--- src/rtl/pid_pkg.sv ---
package pid_pkg;
  typedef enum logic [0:0] {
    TMR_PKT = 1'b0,
    TMR_ABS = 1'b1
  } tmr_idx_e;

  localparam int unsigned NUM_TMR = 2;

  typedef struct packed {
    logic load_pkt;
    logic load_abs;
    logic fire_now;
  } arm_dec_t;
endpackage

--- src/rtl/pid_timer.sv ---
module pid_timer #(
  parameter int unsigned W       = 16,
  parameter bit          RESTART = 1'b1
) (
  input  logic         clk,
  input  logic         rst_n,
  input  logic         load_i,
  input  logic [W-1:0] load_val_i,
  input  logic         clear_i,
  input  logic         tick_i,
  output logic         run_o,
  output logic         hit_o
);
  localparam logic [W-1:0] ONE = W'(1);

  logic [W-1:0] cnt_q;
  logic         run_q;
  logic         load_ok;

  generate
    if (RESTART) begin : g_restart
      assign load_ok = load_i;
    end else begin : g_once
      // a running absolute timer ignores loads unless it is being cleared now
      assign load_ok = load_i && (!run_q || clear_i);
    end
  endgenerate

  assign hit_o = run_q && tick_i && (cnt_q == ONE);
  assign run_o = run_q;

  always_ff @(posedge clk) begin
    if (!rst_n) begin
      run_q <= 1'b0;
      cnt_q <= '0;
    end else begin
      if (clear_i) begin
        run_q <= 1'b0;
      end else if (tick_i && run_q) begin
        if (cnt_q == ONE) run_q <= 1'b0;
        else              cnt_q <= cnt_q - ONE;
      end
      if (load_ok) begin
        run_q <= 1'b1;
        cnt_q <= load_val_i;
      end
    end
  end
endmodule

--- src/rtl/pid_arm_ctl.sv ---
module pid_arm_ctl
  import pid_pkg::*;
#(
  parameter int unsigned W     = 16,
  parameter bit          IS_TX = 1'b0
) (
  input  logic         done_vld_i,
  input  logic         done_ide_i,
  input  logic [W-1:0] pkt_dly_i,
  input  logic [W-1:0] abs_dly_i,
  output arm_dec_t     dec_o
);
  logic pkt_on, abs_on;
  assign pkt_on = (pkt_dly_i != '0);
  assign abs_on = (abs_dly_i != '0);

  generate
    if (IS_TX) begin : g_tx
      logic qual;
      assign qual           = done_vld_i && done_ide_i;
      assign dec_o.load_pkt = qual && pkt_on;
      assign dec_o.load_abs = qual && pkt_on && abs_on;
      assign dec_o.fire_now = 1'b0;
    end else begin : g_rx
      logic unused_ide;
      assign unused_ide     = done_ide_i;
      assign dec_o.load_pkt = done_vld_i && pkt_on;
      assign dec_o.load_abs = done_vld_i && abs_on;
      assign dec_o.fire_now = done_vld_i && !pkt_on && !abs_on;
    end
  endgenerate
endmodule

--- src/rtl/pid_cause.sv ---
module pid_cause (
  input  logic clk,
  input  logic rst_n,
  input  logic expire_i,
  input  logic cancel_i,
  input  logic any_run_i,
  input  logic fire_now_i,
  output logic cause_o
);
  always_ff @(posedge clk) begin
    if (!rst_n) cause_o <= 1'b0;
    else        cause_o <= expire_i || (cancel_i && any_run_i) || fire_now_i;
  end
endmodule

--- src/rtl/pkt_irq_delay.sv ---
module pkt_irq_delay
  import pid_pkg::*;
#(
  parameter int unsigned DLY_W = 16,
  parameter bit          IS_TX = 1'b0
) (
  input  logic             clk,
  input  logic             rst_n,
  input  logic             done_vld_i,
  input  logic             done_ide_i,
  input  logic [DLY_W-1:0] pkt_dly_i,
  input  logic [DLY_W-1:0] abs_dly_i,
  input  logic             tick_i,
  input  logic             cancel_i,
  output logic             cause_o,
  output logic [1:0]       armed_o
);
  arm_dec_t         dec;
  logic [NUM_TMR-1:0] run, hit, load;
  logic [DLY_W-1:0] dly [NUM_TMR];
  logic             expire, clr_all;

  pid_arm_ctl #(.W(DLY_W), .IS_TX(IS_TX)) u_arm (
    .done_vld_i (done_vld_i),
    .done_ide_i (done_ide_i),
    .pkt_dly_i  (pkt_dly_i),
    .abs_dly_i  (abs_dly_i),
    .dec_o      (dec)
  );

  assign load[TMR_PKT] = dec.load_pkt;
  assign load[TMR_ABS] = dec.load_abs;
  assign dly[TMR_PKT]  = pkt_dly_i;
  assign dly[TMR_ABS]  = abs_dly_i;

  assign expire  = |hit;
  assign clr_all = expire || cancel_i;

  generate
    for (genvar g = 0; g < NUM_TMR; g++) begin : g_tmr
      pid_timer #(.W(DLY_W), .RESTART(g == int'(TMR_PKT))) u_tmr (
        .clk        (clk),
        .rst_n      (rst_n),
        .load_i     (load[g]),
        .load_val_i (dly[g]),
        .clear_i    (clr_all),
        .tick_i     (tick_i),
        .run_o      (run[g]),
        .hit_o      (hit[g])
      );
    end
  endgenerate

  pid_cause u_cause (
    .clk        (clk),
    .rst_n      (rst_n),
    .expire_i   (expire),
    .cancel_i   (cancel_i),
    .any_run_i  (|run),
    .fire_now_i (dec.fire_now),
    .cause_o    (cause_o)
  );

  assign armed_o = {run[TMR_ABS], run[TMR_PKT]};
endmodule

--- config.mk ---
export PLATFORM = sky130hd
export DESIGN_NAME = pkt_irq_delay
export DESIGN_NICKNAME = d
export VERILOG_FILES = /design/src/rtl/pid_pkg.sv /design/src/rtl/pid_timer.sv /design/src/rtl/pid_arm_ctl.sv /design/src/rtl/pid_cause.sv /design/src/rtl/pkt_irq_delay.sv
export SDC_FILE = /design/constraint.sdc
export NUM_CORES = 1
export LEC_CHECK = 0
export BUFFER_PORTS_ARGS = -buffer_cell sky130_fd_sc_hd__buf_2
export CORE_UTILIZATION = 45
export CTS_CLUSTER_SIZE = 24
export DETAILED_ROUTE_END_ITERATION = 7
export PLACE_DENSITY = 0.7
export SLEW_MARGIN = 5
export SYNTH_ARGS = -nofsm -noshare
export SYNTH_HDL_FRONTEND = slang
export SYNTH_HIERARCHICAL = 1
export SYNTH_SLANG_ARGS = --single-unit
--- constraint.sdc ---
create_clock -name clk -period 4.4 [get_ports clk]
set_clock_uncertainty 0.15 [all_clocks]
set_input_delay 0.88 -clock clk [delete_from_list [all_inputs] [get_ports clk]]
set_output_delay 0.88 -clock clk [all_outputs]
set_load 0.005 [all_outputs]
After elaboration in Yosys (flattened, before gate mapping)
Cells that the tools add are included.
{"block": "classes", "addsub": 2, "n_eq_ne": 6, "n_mux": 16, "n_reduce_logical": 31}
{"cell": "16-bit 2-to-1 mux", "count": 8}
{"cell": "16-bit by 1-bit == test with 1-bit output, second input constant", "count": 2}
{"cell": "16-bit nonzero test", "count": 2}
{"cell": "16-bit by 1-bit subtractor with 16-bit output, second input constant", "count": 2}
{"cell": "3-bit nonzero test", "count": 4}
{"cell": "1-bit logical AND", "count": 10}
{"cell": "1-bit 2-to-1 mux", "count": 8}
{"cell": "3-bit AND reduction", "count": 2}
{"cell": "1-bit logical OR", "count": 4}
{"cell": "2-bit by 1-bit != test with 1-bit output, second input constant", "count": 2}
{"cell": "2-bit != test, second input constant", "count": 2}
{"cell": "2-bit AND reduction", "count": 2}
{"cell": "2-bit nonzero test", "count": 2}
{"cell": "2-bit OR reduction", "count": 2}
{"cell": "1-bit logical NOT", "count": 3}
{"block": "totals", "ff_bits": 35, "input_bits": 38, "elab_cells": 60}

Longest topological paths before layout
Gate-level depths: netlist (run 1).
{"block": "logic_depth", "ltp_word": 8, "mapped_depth": 12, "mapped_depth_nobuf": 11}

By module
The synthesis (run 1) kept the hierarchy.
{"module": "pid_timer at g_tmr[0].u_tmr", "n_inst": 1, "cells_per_inst": 127, "area_per_inst_um2": 1047.3, "seq_area_each_um2": 340.3}
{"module": "pid_timer at g_tmr[1].u_tmr", "n_inst": 1, "cells_per_inst": 130, "area_per_inst_um2": 1039.7, "seq_area_each_um2": 340.3}
{"module": "pid_arm_ctl", "n_inst": 1, "cells_per_inst": 14, "area_per_inst_um2": 101.3, "seq_area_each_um2": 0.0}
{"module": "pid_cause", "n_inst": 1, "cells_per_inst": 3, "area_per_inst_um2": 33.8, "seq_area_each_um2": 20.0}
{"module": "pkt_irq_delay", "n_inst": 1, "cells_per_inst": 3, "area_per_inst_um2": 18.8, "seq_area_each_um2": 0.0}

Least setup slack after synthesis (run 1)
Ideal clock, no wire load.
{"block": "synth_timing", "path_type": "input to register", "start": "input tick_i", "end": "register g_tmr[0].u_tmr.cnt_q[14]", "t_arrival_ns": 2.556, "required_ns": 4.128, "path_slack_ns": 1.573, "cell_stages": 8, "n_path_buf": 1, "path_cell_list": "nand2_1 -> nor3_1 -> or3_1 -> and3b_1 -> buf_2 -> nand4_1 -> o31a_2 -> o311a_1"}
{"block": "synth_via", "elab_chain_len": 6}
{"element": "from (decl)", "line_no": "pkt_irq_delay.sv:13", "text": "input logic tick_i,"}
{"element": "1-bit logical AND (2 in series)", "line_no": "pid_timer.sv:29", "text": "assign hit_o = run_q && tick_i && (cnt_q == ONE);"}
{"element": "via hit[1]", "line_no": "pkt_irq_delay.sv:19", "text": "logic [NUM_TMR-1:0] run, hit, load;"}
{"element": "2-bit OR reduction", "line_no": "pkt_irq_delay.sv:36", "text": "assign expire = |hit;"}
{"element": "1-bit logical OR", "line_no": "pkt_irq_delay.sv:37", "text": "assign clr_all = expire || cancel_i;"}
{"element": "via clr_all", "line_no": "pkt_irq_delay.sv:21", "text": "logic expire, clr_all;"}
{"element": "2-bit != test (no line)"}
{"element": "3-bit AND reduction (no line)"}
{"element": "to (signal assigned)", "line_no": "pid_timer.sv:41", "text": "else cnt_q <= cnt_q - ONE;"}
{"element": "to (signal assigned)", "line_no": "pid_timer.sv:45", "text": "cnt_q <= load_val_i;"}
{"element": "to (decl)", "line_no": "pid_timer.sv:16", "text": "logic [W-1:0] cnt_q;"}
The timed path passes the listed nets, and every way through them passes these cells.
A chain may end at the register's enable or synchronous reset.

Worst setup path after layout (run 1)
{"block": "layout_timing", "start": "register g_tmr[1].u_tmr.cnt_q[0]", "end": "register g_tmr[1].u_tmr.cnt_q[9]"}
{"block": "layout_via", "elab_chain_len": 8}
{"element": "from (decl)", "line_no": "pid_timer.sv:16"}
{"element": "from (signal assigned)", "line_no": "pid_timer.sv:41"}
{"element": "from (signal assigned)", "line_no": "pid_timer.sv:45"}
{"element": "16-bit by 1-bit == test with 1-bit output (*)", "line_no": "pid_timer.sv:29"}
{"element": "1-bit logical AND (*)", "line_no": "pid_timer.sv:29"}
{"element": "via hit[1]", "line_no": "pkt_irq_delay.sv:19"}
{"element": "2-bit OR reduction (*)", "line_no": "pkt_irq_delay.sv:36"}
{"element": "1-bit logical OR (*)", "line_no": "pkt_irq_delay.sv:37"}
{"element": "via clr_all", "line_no": "pkt_irq_delay.sv:21"}
{"element": "1-bit logical OR", "line_no": "pid_timer.sv:25", "text": "assign load_ok = load_i && (!run_q || clear_i);"}
{"element": "1-bit logical AND", "line_no": "pid_timer.sv:25"}
{"element": "2-bit != test (no line), or another cell as far along"}
{"element": "3-bit AND reduction (no line)"}
The timed path passes the listed nets; every way through them passes the cells marked *. The select of a mux whose other input is x is not followed.

==> flow_summary.ini, run 1 <==
[outcome]
run_status = finished clean

[global_route]
grt_max_degree = 36
grt_pass1_wl_um = 9520
antenna_found_initial = 0
track_usage_pct = 23.0
grt_pass1_vias = 2062
globalRouteOverflowTotal = 0

[cts]
cts-htree-levels = 2
cts_sinks = 35
postCtsHoldBufs = 0
cts_root_buf = clkbuf_8
clk_path_buf_depth = 2
insertion_delay_ns = 0.28
tritoncts = built
clkTransAtPathRegs_ns = 0.07
post-cts-setup-buffers = 0
numCtsBuffers = 5
cts_resized = 0

[pwr]
switching_power_uw = 239
p_leak_uw = 0.000899
power_density_mw_per_mm2 = 311
vdd.ir_drop.worst_uv = 160
pwr-share-comb_pct = 20.8
seq_power_share_pct = 46.8
p_sw_share_pct = 30.1
clkPwrFrac_pct = 32.4
internal_power_uw = 555

[floorplan]
die_y_um = 72.6
die_x_um = 72.6
initial_core_util_pct = 47.1
die_area_mm2 = 0.00527
io_pins = 41
core_mm2 = 0.00475
rows = 25

[hold_path]
hp-class = register to register
holdPathStages = 2

[sta]
min_period_over_period_pct = 73.8
fmax_mhz = 308
rsz0062_at_grt = no
drv_slew = 0
maxSlewHeadroom_pct = 52.3
setup_viol = 0
hold_violations = 0
tns_ns = 0
final.min_clock_period_ns = 3.25
worstMarginPinSlew_ns = 0.715

[yosys]
synth_enable_flop_cells = 0
synth_cells = 277
synth_sequential_area_ratio_pct = 31.3
netlist_area_mm2 = 0.00224
synth_flop_cell = dfxtp_1
yosys_warnings = 6
synth_cell_type_count = 59
ys_async_sr_fraction_pct = 0
ys_seq_elements = 35
syn-num-nets = 319
syn_area_per_cell_um2 = 8.09

[layout]
final_nets = 353
fin_area_mm2 = 0.00255
drive_above_1_share_pct = 19.9
n_antenna_cell = 0
area_growth_pct = 13.9

[setup_path]
slowest_delay_ns = 0.42
crit_type = register to register
crit_path_top_delay_cell = nor3b_1
cp_max_fo = 21
arrival_ns = 3.25
crit_required_ns = 4.40
cp-start-kind = register
reg2reg_depth = 10
end_kind = register
worstPathCellList = ha_1 -> nor3b_1 -> nand4b_1 -> nor3_1 -> or3_1 -> nand2b_1 -> nand2_1 -> and2_1 -> o311ai_0 -> o21ai_0

[place]
dp_hpwl_um = 4220
gp_congestion = 0.862
port_buffers = 39
dpl_cell_area_mm2 = 0.00245

[detailed_routing]
routed_via_density = 6.23
first_pass_iters = 4
drc = 0
vias = 2362
antenna_left = 0
routedWlPerCell_um = 15.3
drt_wl_total_um = 5780
first_iter_violations = 230

[flow_run]
maxCapViolations = 0
-- state kept, by name, summed over array words and instances (netlist names) --
signal and flops:
g_tmr.u_tmr/run_o 2, u_cause/cause_o 1, g_tmr.u_tmr/cnt_q 32
-- critical path, delay by kind of cell (launching register included) --
family	cells	cell delay, ns
and+or+nand+nor	7	2.15
DFF	1	0.41
AOI/OAI and AO/OA	2	0.24
adders and majority gates	1	0.18
-- cells by family after synthesis --
| group | Yosys count | share of synthesized area [%] |
|---|---|---|
| xor gates and xnor gates | 5 | 1.95 |
| AOI/OAI and AO/OA | 95 | 26.2 |
| muxes | 1 | 0.447 |
| and+or+nand+nor | 119 | 33.8 |
| DFF | 35 | 31.3 |
| buffers and inverters | 18 | 4.02 |
| adders and majority gates | 4 | 2.23 |
-- cell usage after synthesis (4+ instances only) --
master / instances / share of area [%]
and2_1: 4 / 1.1
nand2_1: 16 / 2.7
a21oi_1: 22 / 4.9
clkbuf_1: 6 / 1.0
or4_1: 5 / 1.7
a31oi_1: 11 / 3.1
nor3_1: 9 / 2.0
inv_1: 6 / 1.0
or3_1: 6 / 1.7
nand2b_1: 5 / 1.4
o21ai_0: 31 / 6.9
ha_1: 4 / 2.2
nand3_1: 8 / 1.8
a211oi_1: 4 / 1.3
dfxtp_1: 35 / 31
nor4_1: 15 / 4.2
nand4_1: 8 / 2.2
nor2_1: 10 / 1.7
o31ai_1: 5 / 1.7
-- final cells by class --
cell class                 instances  area [µm²]
tap                               67        83.8
timing repair buffer              39         195
inverter                           6        22.5
multi-input combinational        224        1450
fill                             484        2200
clock buffer                       8         100
sequential                        35         701
-- routing by layer --
metal / share of wire [%] / global-route usage [%]
met1: 51 / 34.1
met2: 43 / 33.4
met3: 5.0 / 3.75
met4: 1.2 / 8.06
met5: 0 / 0
-- worst paths after layout --
kind / startpoint / slack, ns / to
max reg2reg: g_tmr[1].u_tmr/cnt_q[0] / 1.15 / g_tmr[1].u_tmr/cnt_q[9]
min: g_tmr[0].u_tmr/cnt_q[10] / 0.34 / g_tmr[0].u_tmr/cnt_q[10]
max: g_tmr[1].u_tmr/cnt_q[0] / 1.15 / g_tmr[1].u_tmr/cnt_q[9]
min reg2reg: g_tmr[0].u_tmr/cnt_q[10] / 0.34 / g_tmr[0].u_tmr/cnt_q[10]
-- cell usage in the layout, fill, tap and decap left out, types with 3 or more instances in the layout --
master / n
a211oi_1: 4
a21oi_1: 22
a31oi_1: 11
and2_1: 4
buf_2: 39
clkbuf_8: 7
dfxtp_1: 35
ha_1: 4
inv_1: 6
nand2_1: 16
nand2b_1: 5
nand3_1: 8
nand4_1: 8
nand4b_1: 3
nor2_1: 10
nor3_1: 9
nor3b_1: 3
nor4_1: 15
o211ai_1: 3
o21a_1: 3
o21ai_0: 31
o31ai_1: 5
or2_2: 3
or3_1: 6
or4_1: 5
or4_4: 3
xor2_1: 3
-- through the flow --
step	power, µW	hold slack (ns)	cells	worst slack, ns	util [%]
2_1_floorplan	488	0.299	277	1.57	-
4_1_cts	796	0.339	379	1.19	53.7
3_5_place_dp	540	0.329	371	1.18	51.6
6_report	794	0.339	379	1.15	53.7
5_1_grt	837	0.357	379	0.744	53.7
3_3_place_gp	537	0.318	371	1.21	51.6
-- power groups by stage --
stage                     Combinational, µW  Sequential [µW]  Clock (µW)
after floorplan                         118              371           0
after global placement                  161              376           0
after detailed placement                163              378           0
after CTS                               163              370         262
after global routing                    184              375         278
final                                   165              372         257
Note: power is estimated with default switching activity, not from simulation.
==> inputs of run 2 (changes only) <==
--- a/config.mk
+++ b/config.mk
@@ -5,11 +5,12 @@
 export SDC_FILE = /design/constraint.sdc
 export NUM_CORES = 1
 export LEC_CHECK = 0
+export ABC_AREA = 1
 export BUFFER_PORTS_ARGS = -buffer_cell sky130_fd_sc_hd__buf_2
 export CORE_UTILIZATION = 45
 export CTS_CLUSTER_SIZE = 24
 export DETAILED_ROUTE_END_ITERATION = 7
-export PLACE_DENSITY = 0.7
+export PLACE_DENSITY = 0.71
 export SLEW_MARGIN = 5
 export SYNTH_ARGS = -nofsm -noshare
 export SYNTH_HDL_FRONTEND = slang
==> constraint.sdc (replaced) <==
create_clock -name clk -period 2.9 [get_ports clk]
set_clock_uncertainty 0.15 [all_clocks]
set_input_delay 0.58 -clock clk [delete_from_list [all_inputs] [get_ports clk]]
set_output_delay 0.58 -clock clk [all_outputs]
set_load 0.005 [all_outputs]
==> run 2 against run 1 <==
Against the previous run:
- sequential power is 53% higher
- maximum frequency increased by 33%
- wire length up 19%
- sequential share of layout area down 5.0 points
- total power increased by 80%
- flip-flop and latch count is the same
- global-route usage fell by 0.19 points
- worst setup slack worse by 0.70 ns
- clock-buffer cell count unchanged
- die area up 24%
- combinational power rose to 2.8 times the previous value
- critical path type unchanged
==> flow_summary.ini, run 2 <==
[outcome]
run_status = finished clean

[yosys]
synth_enable_flop_cells = 0
netlist_area_mm2 = 0.00281
ys_async_sr_fraction_pct = 0
synth_most_common_cell = nand2_1
syn_area_per_cell_um2 = 5.77
synth_sequential_area_ratio_pct = 25.0
syn-num-nets = 528
synth_cells = 486
yosysTopAreaCell = dfxtp_1
synth_cell_type_count = 37
ys_seq_elements = 35
yosys-top-cells-count = 149 x nand2_1, 109 x nor2_1, 37 x inv_1, 37 x nand3_1, 35 x dfxtp_1
yosys_warnings = 6
synth_flop_cell = dfxtp_1
synth_top_area_share_pct = 25.0
synthTopCellsByArea = dfxtp_1 25%, nand2_1 20%, nor2_1 15%, nand3_1 6.6%, inv_1 5.0%

[place]
port_buffers = 39
dp_hpwl_um = 5150
dpl_cell_area_mm2 = 0.00302
gp_congestion = 0.842
post-place-ws_ns = 0.475

[global_route]
antenna_found_initial = 0
globalRouteOverflowTotal = 0
grt_max_degree = 25
track_usage_pct = 22.8
grt_pass1_vias = 2547
grt_pass1_wl_um = 11600

[floorplan]
io_pins = 41
initial_core_util_pct = 47.1
core_mm2 = 0.00596
die_area_mm2 = 0.00655
die_y_um = 81.0
die_x_um = 81.0
rows = 28

[cts]
clk_path_buf_depth = 2
clkTransAtPathRegs_ns = 0.08
numCtsBuffers = 5
insertion_delay_ns = 0.30
cts-htree-levels = 2
tritoncts = built
cts_resized = 0
cts_root_buf = clkbuf_8
post-cts-setup-buffers = 0
postCtsHoldBufs = 0
cts_sinks = 35

[hold_path]
hp-class = register to register

[layout]
drive_above_1_share_pct = 17.2
area_growth_pct = 11.2
final_nets = 565
largest_reg_flops = 32
top_register = g_tmr.u_tmr/cnt_q
final_common_cell = nand2_1
fillerInstances = 654
n_antenna_cell = 0
mostFrequentLayoutCells = 149 x nand2_1, 109 x nor2_1, 39 x buf_2
fin_area_mm2 = 0.00312

[detailed_routing]
routed_via_density = 4.94
first_pass_iters = 4
drc = 0
vias = 2962
drt_wl_total_um = 6900
antenna_left = 0
routedWlPerCell_um = 11.5
first_iter_violations = 141

[sta]
fmax_mhz = 408
worstMarginPinSlew_ns = 0.548
tns_ns = 0
maxSlewHeadroom_pct = 63.2
fin_ws_ns = 0.451
setup_viol = 0
hold_violations = 0
final.min_clock_period_ns = 2.45
drv_slew = 0
rsz0062_at_grt = no
min_period_over_period_pct = 84.4

[flow_run]
maxCapViolations = 0

[setup_path]
crit_type = register to register
cp-start-kind = register
crit_required_ns = 2.98
arrival_ns = 2.53
end_kind = register
cp_max_fo = 16

[pwr]
power_density_mw_per_mm2 = 459
vdd.ir_drop.worst_uv = 193
p_leak_uw = 0.00155
[run 2: cell count changes after synthesis, moves of 9 or more]
cell | previous run | this run
nand2_1 | 16 | 149
nor2_1 | 10 | 109
inv_1 | 6 | 37
nand3_1 | 8 | 37
nor2_2 | 0 | 18
o21ai_0 | 31 | 14
nor4_1 | 15 | 0
a31oi_1 | 11 | 1
nor3_1 | 9 | 0
[run 2: power by group]
part | internal [µW] | switching [µW]
registers | 522 | 47.0
clock network | 217 | 190
logic | 168 | 286
[run 2: worst max-delay path: stages (launching register included)]
cell      delay [ns]
dfxtp_1         0.39
ha_1            0.16
inv_1           0.04
nor2_1          0.07
nand2_1         0.07
nor2_1          0.11
nand2_2         0.09
nor2_1          0.09
nor2_1          0.06
nand2_1         0.11
inv_1           0.05
nand2_1         0.06
nand2_1         0.11
inv_1           0.42
nand2_1         0.09
a21boi_0        0.15
a21oi_1         0.13
[run 2: final cells by class]
cell class                      count  area (µm²)  share of cell area [%]
Clock buffer                        8         100                    3.21
Inverter                           43         161                    5.17
Multi-Input combinational cell    394        1830                    58.7
Sequential cell                    35         701                    22.5
Tap cell                           75        93.8                    3.01
Timing Repair Buffer               44         233                    7.46
[run 2: logic make-up after synthesis]
group	count (synthesis)	synth area share, %
XOR/XNOR	4	1.25
adder cells (fa/ha/maj)	4	1.78
AND/OR/NAND/NOR	339	53.2
buffers and inverters	57	9.77
flip-flops	35	25.0
AO/OA/AOI/OAI	47	9.05
[run 2: stage by stage]
stage	instances	util [%]	hold slack [ns]	power, µW
global route	599	52.4	0.396	1540
finish	599	52.4	0.379	1430
floorplan	486	-	0.334	924
detailed placement	591	50.7	0.367	1030
CTS	599	52.4	0.378	1440
global placement	591	50.7	0.360	1020
[run 2: per-layer routing]
metal	vias up	track usage, %	share of wire [%]
met5	-	0	0
met4	0	6.79	1.2
met3	9	3.82	3.3
met2	57	37.3	46
met1	1310	30.6	50
li1	1586	-	-
[run 2: path summary, 6_finish.rpt]
check / start / to / slack (ns) / cells past startpoint
max: g_tmr[1].u_tmr/cnt_q[0] / g_tmr[1].u_tmr/cnt_q[6] / 0.45 / 16
min: g_tmr[0].u_tmr/cnt_q[4] / g_tmr[0].u_tmr/cnt_q[4] / 0.38 / 2
max reg2reg: g_tmr[1].u_tmr/cnt_q[0] / g_tmr[1].u_tmr/cnt_q[6] / 0.45 / 16
min reg2reg: g_tmr[0].u_tmr/cnt_q[4] / g_tmr[0].u_tmr/cnt_q[4] / 0.38 / 2
